$ cat src/rtl/icsr_pkg.sv
package icsr_pkg;
  localparam int unsigned DW = 32;

  localparam int unsigned B_RET_BASE = 11;
  localparam int unsigned B_TICK_CLR = 25;
  localparam int unsigned B_TICK     = 26;
  localparam int unsigned B_SV_CLR   = 27;
  localparam int unsigned B_SV       = 28;
  localparam int unsigned B_NMI_CLR  = 30;
  localparam int unsigned B_NMI      = 31;
  localparam int unsigned FLD_W      = 9;
  localparam int unsigned PVEC_LSB   = 12;

  localparam logic [DW-1:0] RSV_MASK = 32'h6BE0_0000;

  typedef struct packed {
    logic tick_set;
    logic tick_clr;
    logic sv_set;
    logic sv_clr;
    logic nmi_set;
    logic nmi_clr;
  } wr_cmd_t;
endpackage

$ cat src/rtl/icsr_wr_dec.sv
module icsr_wr_dec
  import icsr_pkg::*;
(
  input  logic          wr_i,
  input  logic [DW-1:0] wdata_i,
  input  logic          nmi_to_ns_i,
  input  logic          v8_mode_i,
  output wr_cmd_t       cmd_o
);
  // a set bit together with its clear bit cancels both
  always_comb begin
    cmd_o.tick_set = wr_i &  wdata_i[B_TICK]   & ~wdata_i[B_TICK_CLR];
    cmd_o.tick_clr = wr_i & ~wdata_i[B_TICK]   &  wdata_i[B_TICK_CLR];
    cmd_o.sv_set   = wr_i &  wdata_i[B_SV]     & ~wdata_i[B_SV_CLR];
    cmd_o.sv_clr   = wr_i & ~wdata_i[B_SV]     &  wdata_i[B_SV_CLR];
    cmd_o.nmi_set  = wr_i & nmi_to_ns_i & wdata_i[B_NMI];
    cmd_o.nmi_clr  = wr_i & nmi_to_ns_i & v8_mode_i
                   & wdata_i[B_NMI_CLR] & ~wdata_i[B_NMI];
  end
endmodule

$ cat src/rtl/icsr_pend_bit.sv
module icsr_pend_bit (
  input  logic clk_i,
  input  logic rst_ni,
  input  logic set_i,
  input  logic clr_i,
  output logic q_o
);
  always_ff @(posedge clk_i or negedge rst_ni) begin
    if (!rst_ni)     q_o <= 1'b0;
    else if (set_i)  q_o <= 1'b1;
    else if (clr_i)  q_o <= 1'b0;
  end
endmodule

$ cat src/rtl/icsr_rd_mux.sv
module icsr_rd_mux
  import icsr_pkg::*;
#(
  parameter int unsigned VEC_W = 9,
  parameter int unsigned CNT_W = 4
) (
  input  logic [VEC_W-1:0] active_vec_i,
  input  logic [VEC_W-1:0] pend_vec_i,
  input  logic [CNT_W-1:0] num_active_i,
  input  logic [1:0]       tick_i,
  input  logic [1:0]       sv_i,
  input  logic             nmi_i,
  input  logic             secure_i,
  input  logic             nmi_to_ns_i,
  output logic [DW-1:0]    word_o
);
  logic [FLD_W-1:0] act_f, pend_f;

  always_comb begin
    act_f  = FLD_W'(active_vec_i);
    pend_f = FLD_W'(pend_vec_i);
    word_o = '0;
    word_o[FLD_W-1:0]                 = act_f;
    word_o[PVEC_LSB+FLD_W-1:PVEC_LSB] = pend_f;
    word_o[B_RET_BASE] = (num_active_i == CNT_W'(1));
    word_o[B_TICK]     = secure_i ? tick_i[1] : tick_i[0];
    word_o[B_SV]       = secure_i ? sv_i[1]   : sv_i[0];
    word_o[B_NMI]      = nmi_to_ns_i & nmi_i;
  end
endmodule

$ cat src/rtl/sec_icsr.sv
module sec_icsr
  import icsr_pkg::*;
#(
  parameter int unsigned ADDR_W  = 12,
  parameter logic [ADDR_W-1:0] REG_OFS = 12'hD04,
  parameter int unsigned VEC_W   = 9,
  parameter int unsigned CNT_W   = 4
) (
  input  logic              clk_i,
  input  logic              rst_ni,
  input  logic              req_i,
  input  logic [ADDR_W-1:0] addr_i,
  input  logic              we_i,
  input  logic [31:0]       wdata_i,
  input  logic              secure_i,
  output logic [31:0]       rdata_o,
  input  logic              nmi_to_ns_i,
  input  logic              v8_mode_i,
  input  logic [VEC_W-1:0]  active_vec_i,
  input  logic [VEC_W-1:0]  pend_vec_i,
  input  logic [CNT_W-1:0]  num_active_i,
  input  logic [1:0]        hw_tick_set_i,
  input  logic              hw_nmi_set_i,
  input  logic [1:0]        ack_tick_i,
  input  logic [1:0]        ack_sv_i,
  input  logic              ack_nmi_i,
  output logic [1:0]        pend_tick_o,
  output logic [1:0]        pend_sv_o,
  output logic              pend_nmi_o
);
  localparam int unsigned NBANK = 2;

  logic    hit, wr_hit, rd_hit;
  wr_cmd_t cmd;
  logic [DW-1:0] rd_word;

  assign hit    = req_i && (addr_i == REG_OFS);
  assign wr_hit = hit && we_i;
  assign rd_hit = hit && !we_i;

  icsr_wr_dec u_dec (
    .wr_i        (wr_hit),
    .wdata_i     (wdata_i),
    .nmi_to_ns_i (nmi_to_ns_i),
    .v8_mode_i   (v8_mode_i),
    .cmd_o       (cmd)
  );

  for (genvar b = 0; b < NBANK; b++) begin : g_bank
    logic sel;
    assign sel = (secure_i == (b == 1));

    icsr_pend_bit u_tick (
      .clk_i  (clk_i),
      .rst_ni (rst_ni),
      .set_i  ((cmd.tick_set && sel) || hw_tick_set_i[b]),
      .clr_i  ((cmd.tick_clr && sel) || ack_tick_i[b]),
      .q_o    (pend_tick_o[b])
    );

    icsr_pend_bit u_sv (
      .clk_i  (clk_i),
      .rst_ni (rst_ni),
      .set_i  (cmd.sv_set && sel),
      .clr_i  ((cmd.sv_clr && sel) || ack_sv_i[b]),
      .q_o    (pend_sv_o[b])
    );
  end

  icsr_pend_bit u_nmi (
    .clk_i  (clk_i),
    .rst_ni (rst_ni),
    .set_i  (cmd.nmi_set || hw_nmi_set_i),
    .clr_i  (cmd.nmi_clr || ack_nmi_i),
    .q_o    (pend_nmi_o)
  );

  icsr_rd_mux #(.VEC_W(VEC_W), .CNT_W(CNT_W)) u_rd (
    .active_vec_i (active_vec_i),
    .pend_vec_i   (pend_vec_i),
    .num_active_i (num_active_i),
    .tick_i       (pend_tick_o),
    .sv_i         (pend_sv_o),
    .nmi_i        (pend_nmi_o),
    .secure_i     (secure_i),
    .nmi_to_ns_i  (nmi_to_ns_i),
    .word_o       (rd_word)
  );

  always_ff @(posedge clk_i or negedge rst_ni) begin
    if (!rst_ni) rdata_o <= '0;
    else         rdata_o <= rd_hit ? rd_word : '0;
  end

  a_r4_nmi_masked: assert property (@(posedge clk_i) disable iff (!rst_ni)
    (rd_hit && !nmi_to_ns_i) |=> !rdata_o[31]);

  a_r5_reserved_zero: assert property (@(posedge clk_i) disable iff (!rst_ni)
    (rdata_o & RSV_MASK) == '0);

  a_r6_sv_set_secure: assert property (@(posedge clk_i) disable iff (!rst_ni)
    (wr_hit && secure_i && wdata_i[28] && !wdata_i[27] && !ack_sv_i[1])
    |=> pend_sv_o[1]);

  a_r8_nmi_gated: assert property (@(posedge clk_i) disable iff (!rst_ni)
    (wr_hit && !nmi_to_ns_i && !hw_nmi_set_i && !ack_nmi_i)
    |=> $stable(pend_nmi_o));

  a_r9_clr_needs_v8: assert property (@(posedge clk_i) disable iff (!rst_ni)
    (wr_hit && !v8_mode_i && !wdata_i[31] && !hw_nmi_set_i && !ack_nmi_i)
    |=> $stable(pend_nmi_o));

  a_r11_hw_set_wins: assert property (@(posedge clk_i) disable iff (!rst_ni)
    hw_nmi_set_i |=> pend_nmi_o);
endmodule

$ cat config.mk
export PLATFORM = sky130hd
export DESIGN_NAME = sec_icsr
export DESIGN_NICKNAME = d
export VERILOG_FILES = /design/src/rtl/icsr_pkg.sv /design/src/rtl/icsr_wr_dec.sv /design/src/rtl/icsr_pend_bit.sv /design/src/rtl/icsr_rd_mux.sv /design/src/rtl/sec_icsr.sv
export SDC_FILE = /design/constraint.sdc
export NUM_CORES = 1
export LEC_CHECK = 0
export ABC_AREA = 1
export BUFFER_PORTS_ARGS = -buffer_cell sky130_fd_sc_hd__buf_4
export CAP_MARGIN = 5
export CORE_MARGIN = 2
export CORE_UTILIZATION = 43
export DETAILED_ROUTE_END_ITERATION = 10
export PLACE_DENSITY = 0.85
export SKIP_LAST_GASP = 1
export SLEW_MARGIN = 25
export SYNTH_ARGS = -nofsm -noshare
export SYNTH_HDL_FRONTEND = slang
export SYNTH_HIERARCHICAL = 1
export SYNTH_SLANG_ARGS = --single-unit
export TNS_END_PERCENT = 5
$ cat constraint.sdc
create_clock -name clk_i -period 1.2 [get_ports clk_i]
set_clock_uncertainty 0.2 [all_clocks]
set_input_delay 0.06 -clock clk_i [delete_from_list [all_inputs] [get_ports clk_i]]
set_output_delay 0.06 -clock clk_i [all_outputs]
set_load 0.05 [all_outputs]
==> qor.yml <==
power:
  vdd_ir_drop_max_v: 0.0007780
  internal_power_mw: 1.867
  clkPwrFrac_pct: 31.6
  p_sw_mw: 0.5483
  p_seq_share_pct: 52.2
  p_leak_nw: 1.624
  switching_share_pct: 22.70
  power_density_nw_per_um2: 823.5
  pwr-share-comb_pct: 16.2
setup_path:
  cp_cell_sequence: "buf_6, or2_1, nor2_2, nand2_2, nor2_4, nand2_1, nor2_1, inv_1, o21bai_1, inv_1, nand2_1, nand2_1"
  critical_path_class: "input port to register"
  worstPathRequired_ns: 1.17
  r2r_setup_slack_ns: 0.25
  arrival_ns: 1.35
  r2r-end: "rdata_o[28]"
  crit_path_end_kind: "register"
  cpMostUsedCell: "nand2_1"
  critPathMaxStageDelay_ns: 0.23
  reg2reg_from: "g_bank[0].u_sv/q_o"
  cp_max_fo: 5
  cp_slowest_cell: "or2_1"
  rr_worst_depth: 4
  cp_top_family: "simple AND/OR/NAND/NOR gates"
  start_kind: "input port"
  critPathBufInv: 3
synth:
  async_reset_ff_share_pct: 100.0
  syn_inst: 213
  netlist_area_sq_um: 1856
  synth-seq-area-share_pct: 49.90
  synth.most_common_cell: "inv_1"
  yosys_warnings: 6
  synth_area_leaders: "dfrtp_1, inv_1, buf_4"
  synthDistinctLibCells: 16
  synth_common_cells: "inv_1, dfrtp_1, nor2_2, buf_4, nand2_1"
  yosysTopAreaCellShare_pct: 49.90
  synth-edff-count: 0
  synth_seq_cells: 37
  avgSynthCellArea_sq_um: 8.711
  synthFlopType: "dfrtp_1"
  yosysTopAreaCell: "dfrtp_1"
worst_hold_path:
  hp-start: "we_i"
  min_to: "rdata_o[31]"
  hold_depth: 4
  hold_path_class: "input port to register"
clock_network:
  htreeDepth: 2
  cts_tree: "yes"
  clkLatencyLatePin_ns: 0.27
  cts_num_sinks: 37
  root_buffer: "clkbuf_8"
  numCtsBuffers: 5
  clk_transition_reported_paths_ns: 0.07
  cts_max_path_buffers: 2
  cts_hold_buf: 37
drt:
  dr_wl_met2_um: 2266
  post_drt_via_cell_ratio: 4.037
  drtPass1Iterations: 4
  top_layer_used: "met4"
  drtIter0Drc: 51
  drt-met1-wl_um: 1397
  detail-route-antenna-nets: 0
  drt_drc_violations_left: 0
  wl_met3_um: 301
  wl_per_cell_um: 10.66
  vias: 1538
  drt_wl_total_um: 4063
floorplanning:
  core_sq_um: 4086
  die_h_um: 69.69
  num_rows: 23
  start_util_pct: 45.41
  chipWidth_um: 69.69
  die-area_sq_um: 4857
  ioPinCount: 118
cells_and_area:
  fin_nets: 413
  fill_cells: 296
  areaGrowthSynthToFinish_pct: 58.06
  drive_gt1_share_pct: 43.50
  final_area_sq_um: 2933
  diodes: 0
place:
  dpl_worst_slack_ns: -0.3492
  port-buffer-count: 91
  gp_congestion: 0.9047
  dp_hpwl_um: 2631
  placed_area_sq_um: 2461
timing:
  final.period_utilization_pct: 115.1
  fmax_mhz: 724.0
  hold_viol_final: 1
  drv_slew: 0
  rsz0062_at_grt: "true"
  finalSetupViolCount: 5
  min_period_ns: 1.381
  holdWs_ns: -0.05240
  worst_slack_ns: -0.1812
global_routing:
  grt_max_degree: 38
  grt_overflow_total: 0
  antenna_found_initial: 0
  gr-usage-all-layers_pct: 18.08
  grt_pass1_vias: 1575
  grt_pass1_wl_um: 6872
run_status:
  status: "complete, but fails checks"
  violations: "negative hold slack, negative setup slack"
run:
  cap_violations: 0
## area by class of cell
cell class | instances | area (sq um) | area share (%)
multi-input combinational | 95 | 518.0 | 17.66
clock inverter | 1 | 5.005 | 0.1706
clock buffer | 5 | 68.82 | 2.346
sequential | 37 | 925.9 | 31.57
timing repair buffer | 134 | 1131 | 38.57
inverter | 59 | 221.5 | 7.551
tap | 50 | 62.56 | 2.133
## metal layers
metal	vias up	global-route usage (%)
li1	786	-
met1	675	18.33
met2	67	34.29
met3	10	6.105
met4	0	6.197
met5	-	0
## flip-flops by register name, summed over array words and instances, names as in the netlist
| name | cells |
|---|---|
| g_bank.u_tick/q_o | 2 |
| u_nmi/q_o | 1 |
| g_bank.u_sv/q_o | 2 |
| rdata_o | 32 |
## cells in the final DEF, fill, tap and decap left out, drive strengths merged
cell         instances
clkinv               1
conb                10
nor2                46
dlygate4sd3         37
o21ai                2
nand2               25
nand3                3
buf                 97
inv                 59
or2                  3
o21bai               6
dfrtp               37
clkbuf               5
## power by group through the flow
stage,combinational (mW),clock [mW],sequential [mW]
after floorplan,0.141,0,1.31
after global placement,0.277,0,1.28
after detailed placement,0.283,0,1.28
after CTS,0.379,0.800,1.26
after global routing,0.430,0.859,1.26
final,0.391,0.764,1.26
## metrics by stage
stage | hold slack [ns] | TNS (ns) | total power [mW] | std cells | util (%)
4_1_cts | -0.05895 | -0.1654 | 2.438 | 380 | 71.10
5_1_grt | -0.05086 | -1.051 | 2.549 | 381 | 71.77
3_3_place_gp | -0.1592 | -1.718 | 1.561 | 337 | 60.23
2_1_floorplan | -0.4356 | -0.8885 | 1.448 | 222 | -
3_5_place_dp | -0.1528 | -3.234 | 1.567 | 337 | 60.23
6_report | -0.05240 | -0.4035 | 2.415 | 381 | 71.77
## cell families (layout without fill, tap and decap cells)
group,Yosys count,in the layout,synth area share [%]
compound gates,8,8,2.967
buf+inv,90,199,25.08
other cells,1,10,0.2021
flops,37,37,49.90
simple gates,77,77,21.85
## worst max path at each step
| stage | from | end | slack (ns) | cells after the start |
|---|---|---|---|---|
| after global routing | addr_i[4] | g_bank[0].u_tick/q_o | -0.27 | 12 |
| after detailed placement | addr_i[5] | g_bank[0].u_tick/q_o | -0.35 | 12 |
| final | addr_i[4] | g_bank[0].u_tick/q_o | -0.18 | 12 |
| after floorplan | addr_i[5] | g_bank[0].u_sv/q_o | -0.19 | 11 |
| after CTS | addr_i[5] | g_bank[0].u_tick/q_o | -0.05 | 12 |
| after global placement | addr_i[5] | g_bank[1].u_sv/q_o | -0.27 | 12 |
## timing repair
action | 4_1_cts | 5_1_grt
setup endpoints to repair | 4 | 5
gates resized for setup | 0 | 7
hold endpoints to repair | 64 | 1
pin swaps | 0 | 8
buffers inserted | 0 | 1
## worst reg2reg max path, cell delays in order, from the launching register on
cell and delay (ns):
dfrtp_1 0.39, inv_1 0.05, o21ai_1 0.10, inv_1 0.05, nor2_2 0.08
Note: power is estimated with default switching activity, not from simulation.
